[src/rtl/dref_pkg.sv]
// Shared types for the DRAM refresh sequencer.
package dref_pkg;
    // Strobe engine states for one refresh cycle.
    typedef enum logic [2:0] {
        CY_IDLE,
        CY_LEAD,
        CY_ROWSET,
        CY_ACT,
        CY_PRE
    } cyc_state_t;

    // Life phases of the sequencer after reset.
    typedef enum logic [1:0] {
        PH_PAUSE,
        PH_BURST,
        PH_RUN
    } phase_t;
endpackage

[src/rtl/dref_ticker.sv]
// Free-running period counter: pulses tick once every LIMIT enabled cycles.
// Assumes LIMIT >= 1. Clearing en resets the count, so the first tick comes
// LIMIT cycles after en rises.
module dref_ticker #(
    parameter int unsigned LIMIT = 16
) (
    input  logic clk,
    input  logic rst_n,
    input  logic en,
    output logic tick
);
    localparam int unsigned CW = (LIMIT > 1) ? $clog2(LIMIT) : 1;

    logic [CW-1:0] cnt;

    assign tick = en && (cnt == CW'(LIMIT - 1));

    // Count enabled cycles and restart after each tick.
    always_ff @(posedge clk) begin
        if (!rst_n || !en) begin
            cnt <= '0;
        end else if (tick) begin
            cnt <= '0;
        end else begin
            cnt <= cnt + 1'b1;
        end
    end

    p_tick_bound_r9: assert property (@(posedge clk) disable iff (!rst_n)
        en |-> (cnt <= CW'(LIMIT - 1)));
endmodule

[src/rtl/dref_pending.sv]
// Saturating backlog of owed refreshes. add and take in the same cycle cancel.
// Assumes take is only raised while owed is high.
module dref_pending #(
    parameter int unsigned MAX = 4
) (
    input  logic clk,
    input  logic rst_n,
    input  logic add,
    input  logic take,
    output logic owed
);
    localparam int unsigned CW = $clog2(MAX + 1);

    logic [CW-1:0] lvl;

    assign owed = (lvl != '0);

    // Track the number of refreshes due but not yet started.
    always_ff @(posedge clk) begin
        if (!rst_n) begin
            lvl <= '0;
        end else begin
            case ({add, take})
                2'b10:   if (lvl != CW'(MAX)) lvl <= lvl + 1'b1;
                2'b01:   if (lvl != '0)       lvl <= lvl - 1'b1;
                default: ;
            endcase
        end
    end

    p_no_overflow_r10: assert property (@(posedge clk) disable iff (!rst_n)
        lvl <= CW'(MAX));
    p_take_when_owed_r4: assert property (@(posedge clk) disable iff (!rst_n)
        take |-> owed);
endmodule

[src/rtl/dref_cycle.sv]
// Strobe engine for one refresh. On start it latches the mode and runs either
//   CAS-before-RAS: CAS low T_CSR cycles, then RAS low T_RAS cycles with CAS low,
//   RAS-only:       one row set-up cycle, then RAS low T_RAS cycles, CAS high,
// and in both cases a T_RP cycle precharge with both strobes high.
// Assumes every timing parameter is >= 1 and start is only raised when idle.
module dref_cycle
    import dref_pkg::*;
#(
    parameter int unsigned T_CSR = 3,
    parameter int unsigned T_RAS = 13,
    parameter int unsigned T_RP  = 8
) (
    input  logic clk,
    input  logic rst_n,
    input  logic start,
    input  logic ro_sel,
    output logic ras_n,
    output logic cas_n,
    output logic busy,
    output logic row_step
);
    localparam int unsigned TM1  = (T_RAS > T_RP) ? T_RAS : T_RP;
    localparam int unsigned TMAX = (TM1 > T_CSR) ? TM1 : T_CSR;
    localparam int unsigned TW   = (TMAX > 1) ? $clog2(TMAX) : 1;

    cyc_state_t    state;
    logic [TW-1:0] cnt;
    logic          ro_q;
    logic          last;

    assign last = (cnt == '0);

    // Step through the phases of a refresh, each lasting its parameter.
    always_ff @(posedge clk) begin
        if (!rst_n) begin
            state <= CY_IDLE;
            cnt   <= '0;
            ro_q  <= 1'b0;
        end else begin
            case (state)
                CY_IDLE: if (start) begin
                    ro_q <= ro_sel;
                    if (ro_sel) begin
                        state <= CY_ROWSET;
                        cnt   <= '0;
                    end else begin
                        state <= CY_LEAD;
                        cnt   <= TW'(T_CSR - 1);
                    end
                end
                CY_LEAD: if (last) begin
                    state <= CY_ACT;
                    cnt   <= TW'(T_RAS - 1);
                end else begin
                    cnt <= cnt - 1'b1;
                end
                CY_ROWSET: begin
                    state <= CY_ACT;
                    cnt   <= TW'(T_RAS - 1);
                end
                CY_ACT: if (last) begin
                    state <= CY_PRE;
                    cnt   <= TW'(T_RP - 1);
                end else begin
                    cnt <= cnt - 1'b1;
                end
                CY_PRE: if (last) begin
                    state <= CY_IDLE;
                end else begin
                    cnt <= cnt - 1'b1;
                end
                default: state <= CY_IDLE;
            endcase
        end
    end

    // Decode the strobes from the current phase.
    always_comb begin
        ras_n    = (state != CY_ACT);
        cas_n    = !((state == CY_LEAD) || (state == CY_ACT && !ro_q));
        busy     = (state != CY_IDLE);
        row_step = (state == CY_ACT) && last && ro_q;
    end

    p_cas_leads_r5: assert property (@(posedge clk) disable iff (!rst_n)
        ($fell(ras_n) && !ro_q) |-> ($past(!cas_n) && !cas_n));
    p_ro_cas_high_r7: assert property (@(posedge clk) disable iff (!rst_n)
        ($fell(ras_n) && ro_q) |-> ($past(cas_n) && cas_n));
    p_min_precharge_r6: assert property (@(posedge clk) disable iff (!rst_n)
        $rose(ras_n) |=> ras_n);
    p_start_moves_r4: assert property (@(posedge clk) disable iff (!rst_n)
        (start && !busy) |=> busy);
endmodule

[src/rtl/dram_refresh_seq.sv]
// DRAM power-up and periodic refresh sequencer.
// Waits PAUSE_CYC cycles after reset, runs INIT_REFRESHES refreshes, then
// raises init_done and owes one refresh per PERIOD_CYC / 2^ROW_BITS cycles.
// Each refresh is requested from the access controller and starts on grant.
// Assumes the controller only grants while it has released the strobes.
module dram_refresh_seq
    import dref_pkg::*;
#(
    parameter int unsigned ROW_BITS       = 12,
    parameter int unsigned PERIOD_CYC     = 16_000_000,
    parameter int unsigned PAUSE_CYC      = 50_000,
    parameter int unsigned INIT_REFRESHES = 8,
    parameter int unsigned PEND_MAX       = 4,
    parameter int unsigned T_CSR          = 3,
    parameter int unsigned T_RAS          = 13,
    parameter int unsigned T_RP           = 8
) (
    input  logic                clk,
    input  logic                rst_n,
    input  logic                use_ras_only,
    input  logic                ref_gnt,
    output logic                ref_req,
    output logic                ras_n,
    output logic                cas_n,
    output logic                we_n,
    output logic [ROW_BITS-1:0] row_addr,
    output logic                init_done
);
    localparam int unsigned ROWS     = 1 << ROW_BITS;
    localparam int unsigned INTERVAL = PERIOD_CYC / ROWS;
    localparam int unsigned IW       = (INIT_REFRESHES > 0) ? $clog2(INIT_REFRESHES + 1) : 1;

    phase_t                phase;
    logic [IW-1:0]         init_left;
    logic [ROW_BITS-1:0]   row_q;
    logic                  pause_tick;
    logic                  ivl_tick;
    logic                  owed_run;
    logic                  busy;
    logic                  row_step;
    logic                  start;
    logic                  owe_now;

    dref_ticker #(.LIMIT(PAUSE_CYC)) u_pause (
        .clk  (clk),
        .rst_n(rst_n),
        .en   (phase == PH_PAUSE),
        .tick (pause_tick)
    );

    dref_ticker #(.LIMIT(INTERVAL)) u_interval (
        .clk  (clk),
        .rst_n(rst_n),
        .en   (phase == PH_RUN),
        .tick (ivl_tick)
    );

    dref_pending #(.MAX(PEND_MAX)) u_backlog (
        .clk  (clk),
        .rst_n(rst_n),
        .add  (ivl_tick),
        .take (start && (phase == PH_RUN)),
        .owed (owed_run)
    );

    dref_cycle #(.T_CSR(T_CSR), .T_RAS(T_RAS), .T_RP(T_RP)) u_cycle (
        .clk     (clk),
        .rst_n   (rst_n),
        .start   (start),
        .ro_sel  (use_ras_only),
        .ras_n   (ras_n),
        .cas_n   (cas_n),
        .busy    (busy),
        .row_step(row_step)
    );

    // Decide whether a refresh is owed and whether it may start now.
    always_comb begin
        owe_now = ((phase == PH_BURST) && (init_left != '0))
               || ((phase == PH_RUN) && owed_run);
        ref_req = owe_now && !busy;
        start   = ref_req && ref_gnt;
    end

    // Advance from pause to burst to normal running.
    always_ff @(posedge clk) begin
        if (!rst_n) begin
            phase <= PH_PAUSE;
        end else begin
            case (phase)
                PH_PAUSE: if (pause_tick) phase <= PH_BURST;
                PH_BURST: if (init_left == '0 && !busy) phase <= PH_RUN;
                default:  ;
            endcase
        end
    end

    // Count down the start-up refreshes as they are granted.
    always_ff @(posedge clk) begin
        if (!rst_n) begin
            init_left <= IW'(INIT_REFRESHES);
        end else if (start && phase == PH_BURST) begin
            init_left <= init_left - 1'b1;
        end
    end

    // Step the RAS-only row pointer after each RAS-only refresh.
    always_ff @(posedge clk) begin
        if (!rst_n) begin
            row_q <= '0;
        end else if (row_step) begin
            row_q <= row_q + 1'b1;
        end
    end

    assign row_addr  = row_q;
    assign init_done = (phase == PH_RUN);
    assign we_n      = 1'b1;

    p_pause_quiet_r2: assert property (@(posedge clk) disable iff (!rst_n)
        (phase == PH_PAUSE) |-> (!ref_req && ras_n && cas_n));
    p_req_drops_r4: assert property (@(posedge clk) disable iff (!rst_n)
        start |=> !ref_req);
    p_done_sticky_r3: assert property (@(posedge clk) disable iff (!rst_n)
        init_done |=> init_done);
    p_done_after_burst_r3: assert property (@(posedge clk) disable iff (!rst_n)
        $rose(init_done) |-> (init_left == '0 && ras_n));
    p_row_steps_r8: assert property (@(posedge clk) disable iff (!rst_n)
        !$stable(row_q) |-> (row_q == ROW_BITS'($past(row_q) + 1'b1)));
endmodule

[config.mk]
export PLATFORM = sky130hd
export DESIGN_NAME = dram_refresh_seq
export DESIGN_NICKNAME = d
export VERILOG_FILES = /design/src/rtl/dref_pkg.sv /design/src/rtl/dref_ticker.sv /design/src/rtl/dref_pending.sv /design/src/rtl/dref_cycle.sv /design/src/rtl/dram_refresh_seq.sv
export SDC_FILE = /design/constraint.sdc
export NUM_CORES = 1
export LEC_CHECK = 0
export CAP_MARGIN = 10
export CORE_ASPECT_RATIO = 0.75
export CORE_MARGIN = 2
export CORE_UTILIZATION = 35
export CTS_CLUSTER_SIZE = 40
export DETAILED_ROUTE_END_ITERATION = 10
export PLACE_DENSITY_LB_ADDON = 0.12
export SLEW_MARGIN = 20
export SYNTH_ARGS = -nofsm -noshare
export SYNTH_HDL_FRONTEND = slang
export SYNTH_SLANG_ARGS = --single-unit
[constraint.sdc]
create_clock -name clk -period 2.3 [get_ports clk]
set_input_delay 0.23 -clock clk [delete_from_list [all_inputs] [get_ports clk]]
set_output_delay 0.23 -clock clk [all_outputs]
set_load 0.05 [all_outputs]
; ---- Yosys cells after proc, flatten, opt, wreduce, memory -nomap -nowiden
; Index checks and enable logic that the tools add are counted.
; Widths: inputs -> output; s select.
[totals]
ram_bits = 0
regBits = 57
romBits = 0
mem_count = 0
in_bits = 4
latch_bits = 0
[classes]
div_mod_pow = 0
mux = 18
order_cmp = 0
reduce_logical = 39
add_sub_neg = 7
shift = 0
n_eq_ne = 21
mul = 0
bitwise_logic = 0
[op_table]
columns = op, count
row1 = $add 12x1->12 const B, 2
row2 = $pmux 4 s5, 1
row3 = $mux 3, 6
row4 = $add 16x1->16 const B, 1
row5 = $eq 16x16->1 const B, 1
row6 = $mux 4, 4
row7 = $pmux 3 s5, 1
row8 = $eq 12x12->1 const B, 1
row9 = $logic_and 1x1->1, 12
row10 = $ne 2x2->1 const B, 5
row11 = $reduce_and 3->1, 3
row12 = $logic_not 4->1, 2
row13 = $mux 2, 4
row14 = $ne 2x1->1 const B, 4
row15 = $sub 4x1->4 const B, 2
row16 = $eq 3x2->1 const B, 2
row17 = $logic_not 1->1, 6
row18 = $pmux 3 s2, 1
row19 = $reduce_bool 3->1, 2
row20 = $reduce_bool 5->1, 1
row21 = $eq 2x1->1 const B, 2
row22 = $eq 2x2->1 const B, 2
row23 = $logic_or 1x1->1, 4
row24 = $pmux 2 s2, 1
row25 = other kinds (13), 15

; ---- Logic depth before layout (Yosys ltp)
; Gate-level depths: netlist of the first run.
[depth]
depth_word = 9
mapped_depth = 10
mapped_depth_nobuf = 10

; ---- Cells and area by module
; Synthesis of the first run repeated with hierarchy kept, for this count alone.
[unflattened]
cells_unflattened = 339
area_unflattened_um2 = 3064.2
[modules_own_cells]
columns = mod, n_inst, cells_per_inst, area_each_um2, seq_area_each_um2
row1 = dram_refresh_seq, 1, 99, 873.3, 360.3
row2 = dref_ticker (u_pause), 1, 81, 784.5, 320.3
row3 = dref_cycle, 1, 75, 620.6, 160.2
row4 = dref_ticker (u_interval), 1, 62, 574.3, 240.2
row5 = dref_pending, 1, 22, 211.5, 60.1

; ---- Worst setup path before layout of the first run
; No wires, ideal clock.
[synth_path]
path_kind = reg2reg
startpoint = reg u_interval.cnt[1]
endpoint = reg u_backlog.lvl[2]
setup_ps = 72
arrival_ps = 1957
slack_ps = 271
path_stages_with_launch = 11
path_buffers = 0
synth_period_minus_slack_ps = 2029
path_cell_list = dfxtp_1 inv_1 ha_1 and4bb_1 nand3_2 nand3_1 xnor2_1 ha_1 or3_1 a21boi_2 mux2i_1
[synth_between]
elab_chain_len = 5
[synth_rtl]
columns = element, line
row1 = start: declaration, dref_ticker.sv:14  ; logic [CW-1:0] cnt;
row2 = start signal: assignment, dref_ticker.sv:25  ; cnt <= cnt + 1'b1;
row3 = $eq 12x12->1 (*), dref_ticker.sv:16  ; assign tick = en && (cnt == CW'(LIMIT - 1));
row4 = $logic_and 1x1->1 (*), dref_ticker.sv:16
row5 = $eq 2x2->1 or $eq 2x1->1 (tied branches), dref_pending.sv:23  ; case ({add, take})
row6 = $ne 2x1->1 (no line) (tied with other cells), --
row7 = $reduce_and 3->1 (no line), --
row8 = end signal: assignment, dref_pending.sv:24  ; 2'b10: if (lvl != CW'(MAX)) lvl <= lvl + 1'b1;
row9 = end signal: assignment, dref_pending.sv:25  ; 2'b01: if (lvl != '0) lvl <= lvl - 1'b1;
row10 = end: declaration, dref_pending.sv:14  ; logic [CW-1:0] lvl;
; Mark *: on every way between the ends. The rest lies on a longest branch, timed or not.
; A chain may end at the register's enable or synchronous reset.

; ---- Final worst setup path of the first run
[layout_path]
startpoint = reg init_left[0]
endpoint = out ref_req
[layout_between]
elab_chain_len = 4
[layout_rtl]
columns = element, line
row1 = start: declaration, dram_refresh_seq.sv:34  ; logic [IW-1:0] init_left;
row2 = start signal: assignment, dram_refresh_seq.sv:101  ; init_left <= IW'(INIT_REFRESHES);
row3 = start signal: assignment, dram_refresh_seq.sv:103  ; init_left <= init_left - 1'b1;
row4 = $reduce_bool 4->1, dram_refresh_seq.sv:79  ; owe_now = ((phase == PH_BURST) && (init_left != '0))
row5 = $logic_and 1x1->1, dram_refresh_seq.sv:79
row6 = $logic_or 1x1->1, dram_refresh_seq.sv:80  ; || ((phase == PH_RUN) && owed_run);
row7 = $logic_and 1x1->1, dram_refresh_seq.sv:81  ; ref_req = owe_now && !busy;
row8 = end: declaration, dram_refresh_seq.sv:22  ; output logic ref_req,
; No other way between the ends.

==> results.py, run 1 <==
metrics = {
    "grt": {
        "grt_util_all_layers_pct": 13.75,
        "met2_usage_pct": 19.37,
        "grt_pass1_wl_um": 9377,
        "top_usage_layer": "met2",
        "grt_max_degree": 17,
        "met1_usage_pct": 18.94,
        "grt_pass1_vias": 2008,
        "antenna_found_initial": 0,
        "grtUsageMet3_pct": 5.556,
        "grt_overflow": 0,
    },
    "critical_path": {
        "r2r_end": "u_backlog.lvl[2]",
        "cp.required_ps": 2070,
        "start_kind": "register",
        "crit_chain": "inv_1 -> ha_1 -> nor3b_1 -> o22ai_2 -> and2_1 -> buf_4",
        "setup.worst_path.end_class": "output pin",
        "r2r-start": "u_interval.cnt[1]",
        "rrSetupSlack_ps": 210,
        "path_class": "reg -> out",
        "cp_max_fo": 5,
        "arrival_ps": 1870,
        "max_stage_delay_ps": 370,
        "path_buf_inv": 2,
        "startpoint": "init_left[0]",
        "path_delay_family": "simple AND/OR/NAND/NOR gates",
        "crit_slowest_cell": "nor3b_1",
        "reg2reg_depth": 10,
    },
    "clock_network": {
        "cts_sinks": 57,
        "cts.htree.levels": 3,
        "max-clock-path-buffers": 2,
        "path_clk_slew_ps": 60,
        "numCtsBuffers": 9,
        "post_cts_buffers": 0,
        "cts_tree": "built",
        "root_buffer": "clkbuf_8",
        "worstSkewPairLatency_ps": 330,
    },
    "logic_synthesis": {
        "syn_avg_cell_area_um2": 8.751,
        "async_flop_share_pct": 0,
        "synth_area_leader_cell": "dfxtp_1",
        "synth-seq-cells": 57,
        "synth_common_cells": "dfxtp_1, nor2_1, nand2_1, nand3_1, xnor2_1",
        "syn_inst": 322,
        "synth_cell_types": 51,
        "ys_warn_count": 0,
        "syn_area_mm2": 0.002818,
        "synth_top_area_share_pct": 40.50,
        "synth_nets": 334,
        "seq_area_frac_synth_pct": 40.50,
        "synth_most_common_cell": "dfxtp_1",
        "synth_flop_cell": "dfxtp_1",
        "synth_edf_count": 0,
        "synth.area.top_cells": "dfxtp_1, xnor2_1, xor2_1",
    },
    "die": {
        "die_h_um": 81.71,
        "die_area_mm2": 0.008792,
        "die_w_um": 107.6,
        "row_count": 28,
        "initial_utilization_pct": 35.91,
        "ioPinCount": 21,
        "core_area_mm2": 0.007848,
    },
    "placement": {
        "numPortBuffers": 19,
        "gp_congestion": 0.7597,
        "hpwl_um": 3870,
        "dp_cells": 445,
    },
    "power_and_ir_drop": {
        "power_density_mw_per_mm2": 674.1,
        "p_leak_nw": 1.230,
        "worst_ir_drop_vdd_v": 0.0002621,
    },
    "layout": {
        "nNetsFinal": 363,
        "finalNonFillerCells": 460,
        "n_antenna_cell": 0,
        "nFillCells": 807,
        "multi_input_area_mm2": 0.001598,
        "syn2layout_area_growth_pct": 19.94,
        "drive_gt1_share_pct": 10.42,
        "seqCellArea_mm2": 0.001142,
    },
    "sta": {
        "fin_tns_setup_ps": 0,
        "finalSetupViolCount": 0,
        "max_slew_margin_pct": 59.42,
        "period_share_pct": 91.21,
        "worstMarginPinSlew_ps": 607.0,
        "slew_violations": 0,
        "rsz0062_at_grt": "no",
        "min_period_ps": 2098,
        "hold_violations": 0,
        "fmax_ghz": 0.4767,
        "fin_skew_ps": 5.711,
    },
    "drt": {
        "drc": 0,
        "drtAntennaViolNets": 0,
        "dr.pass1.iters": 6,
        "post_drt_wl_per_cell_um": 11.87,
        "wirelength_um": 5459,
        "dr_total_vias": 2211,
        "drt-initial-drc-count": 76,
        "viasPerCell": 4.807,
    },
    "worst_hold_path": {
        "hold_start": "u_pause.cnt[0]",
        "holdPathEnd": "u_pause.cnt[0]",
        "hp-class": "reg -> reg",
        "hold_depth": 1,
    },
    "job": {
        "drv_cap": 0,
    },
    "outcome": {
        "status": "finished, final reports clean",
    },
}
[layout by cell type (no fill, tap or decap), drive strengths merged, types with 10 or more instances in the layout]
cell,n
dfxtp,57
nor2,38
nand2,26
nand3,23
xnor2,20
xor2,18
clkdlybuf4s50,16
and2,15
clkbuf,13
o21ai,10
buf,10
[area by class of cell]
class	instances	area share, %
tap	105	3.887
multi-input combinational	246	47.28
sequential	57	33.80
timing repair buffer	28	7.701
clock inverter	2	1.037
clock buffer	13	5.294
inverter	9	0.9996
[cells by family after synthesis]
kind of cell / count (synthesis) / synth area share (%)
XOR/XNOR: 38 / 11.81
multiplexers: 4 / 1.421
adder cells (fa/ha/maj): 8 / 3.553
buffers and inverters: 19 / 2.886
AO/OA/AOI/OAI: 43 / 11.10
other: 1 / 0.1331
AND/OR/NAND/NOR: 152 / 28.60
flip-flops: 57 / 40.50
[sequential cells by signal (all words and copies together), names as in the netlist]
| register | cells |
|---|---|
| u_cycle.cnt | 4 |
| u_cycle.state | 3 |
| phase | 2 |
| u_pause.cnt | 16 |
| init_left | 4 |
| u_cycle.ro_q | 1 |
| row_addr | 12 |
| u_backlog.lvl | 3 |
| u_interval.cnt | 12 |
[how the worst max path moves through the flow]
| stage | to | depth (start not counted) |
|---|---|---|
| 3_3_place_gp | u_backlog.lvl[2] | 8 |
| 4_1_cts | cas_n | 3 |
| 3_5_place_dp | u_backlog.lvl[2] | 8 |
| 6_report | ref_req | 6 |
| 5_1_grt | row_addr[10] | 8 |
| 2_1_floorplan | u_backlog.lvl[2] | 10 |
[through the flow]
step	hold WS, ps	cell area [µm²]	setup WS, ps	util, %	power [mW]
floorplan	386.2	2818	270.9	-	1.243
global placement	429.8	3157	213.9	40.23	1.309
detailed placement	432.4	3157	185.0	40.23	1.307
CTS	442.2	3373	15.12	42.98	2.320
global route	484.9	3379	0.05507	43.06	2.395
finish	439.2	3379	202.1	43.06	2.278
[power breakdown]
part           internal [mW]  switching, mW  leakage [nW]
combinational          0.110          0.142         0.658
sequential              1.01         0.0265         0.461
clock                  0.611          0.380         0.112
[worst register-to-register path: stages (launching register included)]
cell      delay (ps)
dfxtp_2          350
inv_1             50
ha_1             180
and4bb_1         210
nand3_2           90
nand3_1          120
xnor2_1          150
ha_1             190
or3_1            360
a21boi_2         150
mux2i_1          190
[repair_timing]
item | CTS | global route
resized for setup | 1 | 3
hold endpoints to repair | 0 | 0
endpoints found under the setup margin | 2 | 3
hold buffers | 0 | 0
[routing by layer]
metal / routed length [µm] / part of all wire [%] / vias up
li1: - / - / 1167
met1: 2999 / 55 / 1021
met2: 2239 / 41 / 21
met3: 190 / 3.5 / 2
met4: 30 / 0.55 / 0
met5: 0 / 0 / -
Note: power is estimated with default switching activity, not from simulation.
==> run 2, diff against run 1 <==
- RECOVER_POWER: default -> 100
==> results.py, run 2 (synthesized netlist as in run 1, its figures left out) <==
metrics = {
    "critical_path": {
        "cp_max_fo": 5,
        "start_kind": "register",
        "reg2reg_depth": 8,
        "rrSetupSlack_ps": 190,
        "arrival_ps": 1890,
        "r2r_end": "u_backlog.lvl[2]",
        "crit_slowest_cell": "nor3b_1",
        "setup.worst_path.end_class": "output pin",
        "startpoint": "init_left[0]",
        "cp.required_ps": 2070,
        "crit_end": "ref_req",
        "max_stage_delay_ps": 320,
        "path_class": "reg -> out",
        "crit_chain": "inv_1 -> ha_1 -> nor3b_1 -> o22ai_1 -> and2_0 -> buf_4",
        "r2r-start": "u_interval.cnt[0]",
    },
    "clock_network": {
        "cts.htree.levels": 3,
        "post_cts_buffers": 0,
        "max-clock-path-buffers": 2,
        "cts_tree": "built",
        "cts_sinks": 57,
        "root_buffer": "clkbuf_8",
        "worstSkewPairLatency_ps": 330,
        "numCtsBuffers": 9,
        "path_clk_slew_ps": 60,
    },
    "placement": {
        "placed_area_mm2": 0.003157,
        "gp_congestion": 0.7597,
        "numPortBuffers": 19,
        "hpwl_um": 3870,
        "dp_cells": 445,
    },
    "layout": {
        "layout_commonest_cell": "dfxtp_1",
        "multi_input_area_mm2": 0.001584,
        "nNetsFinal": 363,
        "finalNonFillerCells": 460,
        "nFillCells": 813,
        "syn2layout_area_growth_pct": 18.74,
        "regMostFlops": "u_pause.cnt",
        "final_cell_mix": "dfxtp_1, nor2_1, nand2_1, nand3_1, xnor2_1",
        "seqCellArea_mm2": 0.001142,
        "drive_gt1_share_pct": 8.732,
        "finish.instance_area_mm2": 0.003346,
        "utilization_pct": 42.63,
        "largest_reg_flops": 16,
        "n_antenna_cell": 0,
    },
    "sta": {
        "fmax_ghz": 0.4716,
        "holdWs_ps": 439.2,
        "fin_tns_setup_ps": 0,
        "fin_skew_ps": 5.579,
        "max_slew_margin_pct": 59.26,
        "hold_violations": 0,
        "worstMarginPinSlew_ps": 609.4,
        "finalSetupViolCount": 0,
        "rsz0062_at_grt": "no",
        "period_share_pct": 92.20,
        "min_period_ps": 2121,
        "slew_violations": 0,
    },
    "die": {
        "die_w_um": 107.6,
        "die_h_um": 81.71,
        "core_area_mm2": 0.007848,
        "die_area_mm2": 0.008792,
        "ioPinCount": 21,
        "row_count": 28,
        "initial_utilization_pct": 35.91,
    },
    "power_and_ir_drop": {
        "p_seq_share_pct": 45.6,
        "power_frac_comb_pct": 10.7,
        "p_leak_nw": 1.257,
        "cell_internal_pwr_mw": 1.720,
        "worst_ir_drop_vdd_v": 0.0002617,
        "switching_share_pct": 24.18,
        "p_clk_share_pct": 43.7,
        "power_density_mw_per_mm2": 677.9,
        "netSwitchingPower_mw": 0.5484,
    },
    "grt": {
        "grtUsageMet3_pct": 5.556,
        "top_usage_layer": "met2",
        "grt_overflow": 0,
        "met2_usage_pct": 19.37,
        "grt_max_degree": 17,
        "grt_pass1_vias": 2008,
        "grt_util_all_layers_pct": 13.75,
        "grt_pass1_wl_um": 9377,
        "met1_usage_pct": 18.94,
        "antenna_found_initial": 0,
    },
    "drt": {
        "post_drt_wl_per_cell_um": 11.87,
        "viasPerCell": 4.800,
        "drt-initial-drc-count": 79,
        "wirelength_um": 5458,
        "dr_total_vias": 2208,
        "dr.pass1.iters": 6,
        "drc": 0,
        "drtAntennaViolNets": 0,
    },
    "job": {
        "drv_cap": 0,
    },
    "worst_hold_path": {
        "hp-class": "reg -> reg",
        "hold_depth": 1,
    },
    "outcome": {
        "status": "finished, final reports clean",
    },
}
[run 2: cell types whose count changed in the layout (fill, tap and decap cells not counted), moves of 3 or more]
cell,change
clkdlybuf4s50_1,-13
and2_0,+3
dlygate4sd3_1,+13
clkbuf_1,+4
buf_4,-3
and2_1,-3
[run 2: cell type report]
cell class              instances  area share [%]
clock buffers                  13           5.348
clock inverters                 2           1.047
inverters                       9           1.010
multi-input cells             246           47.34
flip-flops and latches         57           34.14
well taps                     105           3.927
repair buffers                 28           7.180
[run 2: worst min path at each step]
stage / from / end / slack, ps
after floorplan: rst_n / u_cycle.state[1] / 390
after global placement: u_pause.cnt[0] / u_pause.cnt[0] / 430
after detailed placement: u_pause.cnt[0] / u_pause.cnt[0] / 430
after CTS: u_pause.cnt[0] / u_pause.cnt[0] / 440
after global routing: u_pause.cnt[0] / u_pause.cnt[0] / 480
final: u_pause.cnt[0] / u_pause.cnt[0] / 440
[run 2: layer usage]
metal / wire, µm / part of all wire (%)
met3: 205 / 3.8
met2: 2247 / 41
met4: 30 / 0.55
met1: 2975 / 55
met5: 0 / 0
[run 2: critical path: cells and delay by family (launching register included)]
family	cells	cell delay [ps]
AND/OR/NAND/NOR	2	560
flip-flops	1	310
buffers and inverters	2	270
AO/OA/AOI/OAI	1	250
adder cells (fa/ha/maj)	1	170
[run 2: metrics by stage]
stage                     total power [mW]  worst slack, ps
after floorplan                      1.243            270.9
after global placement               1.309            213.9
after detailed placement             1.307            185.0
after CTS                            2.320            15.12
after global routing                 2.384           0.6009
final                                2.268            179.4
[run 2: power groups by stage]
stage	sequential (mW)	combinational (mW)	clock [mW]
CTS	1.03	0.252	1.03
finish	1.04	0.243	0.990
detailed placement	1.06	0.249	0
global placement	1.06	0.252	0
global route	1.04	0.275	1.07
floorplan	1.05	0.197	0
[run 2: repair_timing]
item	in CTS	in global routing
setup endpoints to repair	2	3
cloned	0	0
hold buffers	0	0
gates resized for setup	1	3
